$ cat src/rtl/bal_pkg.sv
package bal_pkg;
  typedef enum logic {
    OP_ADDR = 1'b0,
    OP_DATA = 1'b1
  } bal_op_e;
endpackage

$ cat src/rtl/bal_addr_unit.sv
module bal_addr_unit #(
  parameter int DATA_W = 64,
  parameter int LANE_W = 8
) (
  input  logic [DATA_W-1:0]                      base,
  input  logic [DATA_W-1:0]                      displ,
  output logic [DATA_W-1:0]                      aligned,
  output logic [$clog2(DATA_W/LANE_W)-1:0]       lane_ofs
);
  localparam int NLANES = DATA_W / LANE_W;
  localparam int OFS_W  = $clog2(NLANES);

  logic [DATA_W-1:0] sum;

  // Modulo 2^DATA_W: carry out of the top bit falls off the same-width result.
  assign sum      = base + displ;
  assign aligned  = {sum[DATA_W-1:OFS_W], {OFS_W{1'b0}}};
  assign lane_ofs = sum[OFS_W-1:0];
endmodule

$ cat src/rtl/bal_funnel.sv
module bal_funnel #(
  parameter int DATA_W = 64,
  parameter int LANE_W = 8
) (
  input  logic [DATA_W-1:0]                      hi_word,
  input  logic [DATA_W-1:0]                      lo_word,
  input  logic [$clog2(DATA_W/LANE_W)-1:0]       sel,
  output logic [DATA_W-1:0]                      merged
);
  localparam int NLANES = DATA_W / LANE_W;

  logic [DATA_W-1:0] cand [NLANES];
  logic              unused_lo_lane;

  // Lowest lane of the trailing word can never reach the output.
  assign unused_lo_lane = ^lo_word[LANE_W-1:0];

  genvar g;
  generate
    for (g = 0; g < NLANES; g++) begin : g_cand
      if (g == 0) begin : g_pass
        assign cand[g] = hi_word;
      end else begin : g_join
        assign cand[g] = {hi_word[DATA_W-1-g*LANE_W:0],
                          lo_word[DATA_W-1 -: g*LANE_W]};
      end
    end
  endgenerate

  assign merged = cand[sel];
endmodule

$ cat src/rtl/bal_align_reg.sv
module bal_align_reg #(
  parameter int OFS_W = 3
) (
  input  logic             clk,
  input  logic             rst,
  input  logic             wr_en,
  input  logic [OFS_W-1:0] wr_val,
  output logic [OFS_W-1:0] ofs_q
);
  always_ff @(posedge clk) begin
    if (rst)        ofs_q <= '0;
    else if (wr_en) ofs_q <= wr_val;
  end

  // a write lands on the next edge
  p_write_lands_r4: assert property (@(posedge clk) disable iff (rst)
    wr_en |=> ofs_q == $past(wr_val));

  // without a write the offset stays put
  p_hold_no_write_r7: assert property (@(posedge clk) disable iff (rst)
    !wr_en |=> $stable(ofs_q));
endmodule

$ cat src/rtl/byte_align_unit.sv
module byte_align_unit #(
  parameter int DATA_W = 64,
  parameter int LANE_W = 8
) (
  input  logic              clk,
  input  logic              rst,
  input  logic              start,
  input  logic              op,
  input  logic [DATA_W-1:0] opnd_a,
  input  logic [DATA_W-1:0] opnd_b,
  output logic              valid,
  output logic [DATA_W-1:0] result
);
  import bal_pkg::*;

  localparam int NLANES = DATA_W / LANE_W;
  localparam int OFS_W  = $clog2(NLANES);

  bal_op_e           op_e;
  logic [DATA_W-1:0] addr_res;
  logic [OFS_W-1:0]  new_ofs;
  logic [OFS_W-1:0]  ofs_q;
  logic [DATA_W-1:0] data_res;
  logic              ofs_wr;

  assign op_e   = bal_op_e'(op);
  assign ofs_wr = start && (op_e == OP_ADDR);

  bal_addr_unit #(.DATA_W(DATA_W), .LANE_W(LANE_W)) u_addr (
    .base     (opnd_a),
    .displ    (opnd_b),
    .aligned  (addr_res),
    .lane_ofs (new_ofs)
  );

  bal_align_reg #(.OFS_W(OFS_W)) u_ofs (
    .clk    (clk),
    .rst    (rst),
    .wr_en  (ofs_wr),
    .wr_val (new_ofs),
    .ofs_q  (ofs_q)
  );

  bal_funnel #(.DATA_W(DATA_W), .LANE_W(LANE_W)) u_fun (
    .hi_word (opnd_a),
    .lo_word (opnd_b),
    .sel     (ofs_q),
    .merged  (data_res)
  );

  always_ff @(posedge clk) begin
    if (rst) begin
      valid  <= 1'b0;
      result <= '0;
    end else begin
      valid <= start;
      if (start) result <= (op_e == OP_ADDR) ? addr_res : data_res;
    end
  end

  // valid pulse follows start by one cycle
  p_valid_follows_r9: assert property (@(posedge clk) disable iff (rst)
    start |=> valid);
  p_valid_idle_r9: assert property (@(posedge clk) disable iff (rst)
    !start |=> !valid);
  p_result_hold_r9: assert property (@(posedge clk) disable iff (rst)
    !start |=> $stable(result));

  // address results sit on an 8-byte boundary
  p_addr_aligned_r2: assert property (@(posedge clk) disable iff (rst)
    (start && !op) |=> result[OFS_W-1:0] == '0);

  // zero offset passes the leading word through
  p_zero_ofs_pass_r6: assert property (@(posedge clk) disable iff (rst)
    (start && op && ofs_q == '0) |=> result == $past(opnd_a));
endmodule

$ cat config.mk
export PLATFORM = sky130hd
export DESIGN_NAME = byte_align_unit
export DESIGN_NICKNAME = d
export VERILOG_FILES = /design/src/rtl/bal_pkg.sv /design/src/rtl/bal_addr_unit.sv /design/src/rtl/bal_funnel.sv /design/src/rtl/bal_align_reg.sv /design/src/rtl/byte_align_unit.sv
export SDC_FILE = /design/constraint.sdc
export NUM_CORES = 1
export LEC_CHECK = 0
export BUFFER_PORTS_ARGS = -buffer_cell sky130_fd_sc_hd__buf_2
export CORE_UTILIZATION = 62
export CTS_BUF_LIST = sky130_fd_sc_hd__clkbuf_16
export CTS_CLUSTER_DIAMETER = 60
export DETAILED_ROUTE_END_ITERATION = 8
export PLACE_DENSITY = 0.94
export SETUP_SLACK_MARGIN = 0.5
export SLEW_MARGIN = 0
export SYNTH_ARGS = -nofsm -noshare
export SYNTH_HDL_FRONTEND = slang
export SYNTH_HIERARCHICAL = 1
export SYNTH_SLANG_ARGS = --single-unit
$ cat constraint.sdc
create_clock -name clk -period 8.5 [get_ports clk]
set_input_delay 0.85 -clock clk [delete_from_list [all_inputs] [get_ports clk]]
set_output_delay 0.85 -clock clk [all_outputs]
set_load 0.1 [all_outputs]
-- After elaboration in Yosys (flattened, before gate mapping)
Cells that the tools add are included.
- bits in registers: 68
- input port bits: 132
- output and inout bits: 65
- word-level logic and storage cells: 12
- add/sub/neg operators: 1
- $lt $le $gt $ge: 1
- multiplexer cells: 4
- bitwise operators: 2
- reduce and logical (&&, ||, !) cells: 1
- operators with widths (cell ; number):
    64-bit binary-select mux with 3-bit select ; 1
    64-bit two-way mux ; 3
    64-bit adder ; 1
    4-bit >= comparator (second input constant) ; 1
    3-bit inverter with 4-bit output ; 1
    1-bit logical AND ; 1
    1-bit inverter ; 1

-- Depth between registers and ports, before layout
- depth in word-level cells: 5
- mapped depth: 13
- depth with buffers taken out: 13

-- Cells and area by module
Netlist, hierarchy kept.
- by module, submodules not included (module ; instances ; cells each ; area each (sq um) ; sequential area each (sq um)):
    bal_addr_unit ; 1 ; 558 ; 3797.4 ; 0.0
    bal_funnel ; 1 ; 316 ; 2880.3 ; 0.0
    byte_align_unit ; 1 ; 287 ; 2850.2 ; 1301.2
    bal_align_reg ; 1 ; 9 ; 101.3 ; 60.1

-- Worst setup path before layout
Ideal clock, no wire load.
- path type: input to register
- from: input opnd_a[0]
- to: register result[48]
- library setup time: 0.086 ns
- arrival time: 3.352 ns
- data required time: 8.414 ns
- setup slack: 5.062 ns
- cell stages on the path: 13
- buffers on the path: 0
- cell sequence: ha_1 -> fa_1 -> a21oi_1 -> nor2_1 -> nor4_2 -> nor2_2 -> a31oi_4 -> a21oi_2 -> or3_1 -> a21oi_1 -> xnor2_1 -> mux2i_1 -> a211oi_1
- elaborated cells between the ends (all ways): 5
- those cells by class: add/sub (1); mux (4)
- RTL lines (what ; RTL line ; source):
    from (decl) ; byte_align_unit.sv:9 ; input logic [DATA_W-1:0] opnd_a,
    64-bit adder ; bal_addr_unit.sv:16 ; assign sum = base + displ;
    net addr_res[48] ; byte_align_unit.sv:20 ; logic [DATA_W-1:0] addr_res;
    64-bit two-way mux ; byte_align_unit.sv:57 ; if (start) result <= (op_e == OP_ADDR) ? addr_res : data_res;
    to (signal assigned) ; byte_align_unit.sv:57 ;
    to (decl) ; byte_align_unit.sv:12 ; output logic [DATA_W-1:0] result
The timed path passes the listed nets, and every way through them passes these cells. The select of a mux whose other input is x is not followed.
A chain may end at the register's enable or synchronous reset.

-- Final worst setup path
- from: input opnd_a[0]
- to: register result[20]
The elaborated chain is that of the path after synthesis.

==> flow_metrics.py <==
metrics = {
    "status": {
        "outcome": "complete, no violations",
    },
    "sta": {
        "final_period_minus_worst_setup_slack_ns": 4.04,
        "final-setup-viol-count": 0,
        "worstMarginPinSlew_ns": 1.20,
        "maximum_clock_frequency_ghz": 0.248,
        "fin_tns_setup_ns": 0,
        "fin_crit_sh_pct": 47.5,
        "fin_worst_skew_ns": 0.00597,
        "worst_slew_margin_rel_pct": 19.9,
        "hold_violations": 0,
        "grt_setup_unrepaired": "false",
        "slew_viol_final": 0,
    },
    "critical_path": {
        "cpPeakStageDelay_ns": 0.88,
        "cp_slowest_cell": "a211oi_1",
        "worstPathBufferInverterCount": 1,
        "critical_path.max_fanout": 5,
        "path_cells": "buf_2, ha_1, fa_1, a21oi_1, nor2_1, nor4_2, nor2_2, a31oi_4, xnor2_1, mux2i_1, a211oi_1",
        "critical_path.endpoint_type": "flop",
        "setup.worst_path.start_class": "primary input",
        "cp_data_required_time_ns": 8.65,
        "path_class": "in -> reg",
        "crit_arrival_ns": 4.18,
        "cp_top_family": "compound AO/OA/AOI/OAI gates",
    },
    "clock_tree": {
        "cts.root.buffer_cell": "clkbuf_16",
        "cts.repair_timing.setup_buffer_count": 0,
        "post_cts.resized_instances": 0,
        "insertion_delay_ns": 0.34,
        "cts-root-to-sink-buffers": 2,
        "tritoncts": "built",
        "clock_tree.htree_level_count": 3,
        "clkSinkCount": 68,
        "cts_hold_buffers": 0,
        "clk_pin_slew_ns": 0.06,
        "tritoncts.num_buffers": 9,
    },
    "global_routing": {
        "gr-total-overflow": 0,
        "grt_usage_pct": 49.4,
        "grt_first_pass_wirelength_um": 59100,
        "antenna_found_initial": 4,
        "grt_pass1_vias": 9946,
        "grt_max_degree": 91,
    },
    "detailed_routing": {
        "drtIter0Drc": 2188,
        "dr.pass1.iters": 8,
        "average_wire_per_cell_in_the_routed_design_um": 27.5,
        "drt_wl_total_um": 41200,
        "ant_nets": 0,
        "drcViolationCount": 0,
        "num_vias": 11200,
        "viasPerCell": 7.47,
    },
    "synth": {
        "synth_compound_area_share_pct": 30.1,
        "ys_types": 72,
        "postSynth.topFlopCell": "dfxtp_1",
        "synth-edff-count": 0,
        "synth.yosys.warnings": 6,
        "simple_gate_portion_of_the_synthesized_area_pct": 12.9,
        "synthCells": 1170,
        "synth_top_family_by_area": "compound AO/OA/AOI/OAI gates",
        "yosys-top-cells-area": "mux2i_1 (17%), dfxtp_1 (14%), ha_1 (8.2%)",
        "sequential_element_share_of_the_synthesized_area_pct": 14.1,
        "synthesis.area_per_instance_um2": 8.23,
        "synth_mux_area_share_pct": 22.6,
        "syn_area_um2": 9630,
        "post_synth_fa_ha_maj_area_fraction_pct": 8.39,
        "yosysTopAreaCellShare_pct": 16.9,
        "post_synthesis_share_of_cell_area_spent_on_xor_and_xnor_gates_pct": 5.46,
        "synth-seq-cells": 68,
        "synth-async-reset-ratio_pct": 0,
        "synth_largest_area_cell": "mux2i_1",
    },
    "power": {
        "pwr-share-clk_pct": 20.9,
        "netSwitchingPower_uw": 901,
        "cellPowerDensity_nw_per_um2": 168,
        "power.combinational.fraction_pct": 58.1,
        "cell_internal_pwr_uw": 899,
        "p_sw_share_pct": 50.0,
        "seq_power_share_pct": 21.0,
        "static-leakage-power_uw": 0.00467,
        "irDropWorstVdd_mv": 0.142,
    },
    "floorplan": {
        "floorplan.die.width_um": 127,
        "die_area_um2": 16000,
        "design.core.area_um2": 15200,
        "rows": 45,
        "ios": 197,
        "dieHeight_um": 127,
        "initial_utilization_pct": 63.3,
    },
    "cells_and_area": {
        "final_layout_size_suffix_gt1_share_pct": 20.9,
        "layout-area-overhead-vs-synth_pct": 11.1,
        "layout.cell_area.non_filler_um2": 10700,
        "multi_input_area_um2": 7660,
        "finalNetCount": 1499,
        "seq_area_um2": 1370,
        "fillerInstances": 1230,
    },
    "worst_hold_path": {
        "timing.hold.worst.class": "reg -> reg",
    },
    "flow_run": {
        "max-cap-violations": 0,
    },
    "place": {
        "dpl-instance-area_um2": 10400,
        "place.detailed.hpwl_um": 31700,
        "portBuffers": 196,
        "place.gp.congestion": 1.06,
    },
}
[per-layer routing]
metal | part of all wire [%] | vias to the layer above | global-route usage [%] | routed length [um]
li1 | - | 4784 | - | -
met1 | 37 | 5135 | 61.8 | 15000
met2 | 40 | 1004 | 72.3 | 16600
met3 | 16 | 253 | 17.5 | 6550
met4 | 7.0 | 4 | 29.3 | 2900
met5 | 0.13 | - | 5.57 | 55
[per-stage QoR]
stage                     utilization (%)  worst slack [ns]  total power, uW  instances  hold WS (ns)
after floorplan                         -              5.06             1120       1172         0.484
after global placement               68.4              4.51             1360       1480         0.470
after detailed placement             68.4              4.43             1370       1480         0.475
after CTS                            70.3              4.64             1740       1496         0.482
after global routing                 70.4              4.33             1850       1497         0.503
final                                70.4              4.46             1800       1497         0.483
[Yosys cell counts (all sizes together), types with 8 or more instances]
library cell / number
nand2: 58
xnor2: 38
mux2: 40
a21oi: 79
o21bai: 13
dfxtp: 68
a21o: 29
nand3: 14
buf: 58
ha: 63
a211oi: 66
and3: 8
nor2: 117
nor2b: 11
nand4: 14
a31oi: 11
inv: 15
nand2b: 9
and2: 8
mux2i: 163
o21ai: 47
o22ai: 65
nor3: 10
xor2: 22
a221o: 65
clkbuf: 30
[cells in the final DEF (no fill, tap or decap), types with 8 or more instances in the layout]
cell type	synthesis	layout
mux2_4	24	24
nand4_1	14	14
inv_1	15	16
o21ai_0	37	37
nand2_1	55	55
buf_4	7	14
clkbuf_16	0	9
a31oi_1	10	10
xnor2_1	38	38
a21o_1	28	28
xor2_1	22	22
a211oi_1	66	66
a21oi_1	76	76
o22ai_1	65	65
buf_2	29	194
ha_1	63	63
nor2b_1	11	9
nand3_1	14	14
mux2_1	16	16
and2_1	8	8
o21bai_1	13	13
dfxtp_1	68	66
nor3_1	9	9
a221o_1	65	65
nor2_1	115	114
mux2i_1	163	163
nand2b_1	9	9
[cell families after synthesis]
family / count (synthesis)
multiplexers: 203
buffers and inverters: 103
adder cells (fa/ha/maj): 64
other: 1
AO/OA/AOI/OAI: 407
flip-flops: 68
AND/OR/NAND/NOR: 264
XOR/XNOR: 60
[final timing paths]
check            startpoint    endpoint  slack (ns)  cells after the start
max reg2reg  u_ofs/ofs_q[0]  result[20]        4.88                      6
max               opnd_a[0]  result[20]        4.46                     11
min              result[19]  result[19]        0.48                      2
min reg2reg      result[19]  result[19]        0.48                      2
[flip-flops by register name, summed over array words and instances, names as in the netlist]
name and cells:
result 64, u_ofs/ofs_q 3, valid 1
[power groups by stage]
stage / logic (uW) / registers (uW) / clock network, uW
after floorplan: 526 / 594 / 0
after global placement: 983 / 380 / 0
after detailed placement: 989 / 382 / 0
after CTS: 995 / 376 / 373
after global routing: 1070 / 381 / 393
final: 1050 / 378 / 376
[worst min-delay path, delay by kind of cell (launching register included)]
family	cells	cell delay (ns)
DFF	1	0.30
and+or+nand+nor	1	0.08
AOI/OAI and AO/OA	1	0.05
[area by class of cell]
| type | instances | area share (%) |
|---|---|---|
| Clock inverter | 7 | 0.643 |
| Antenna cell | 1 | 0.0234 |
| Clock buffer | 9 | 2.11 |
| Multi-Input combinational cell | 1001 | 71.7 |
| Sequential cell | 68 | 12.8 |
| Timing Repair Buffer | 208 | 10.1 |
| Tap cell | 188 | 2.20 |
| Inverter | 15 | 0.526 |
No activity file was read; power rests on OpenSTA's default activity.
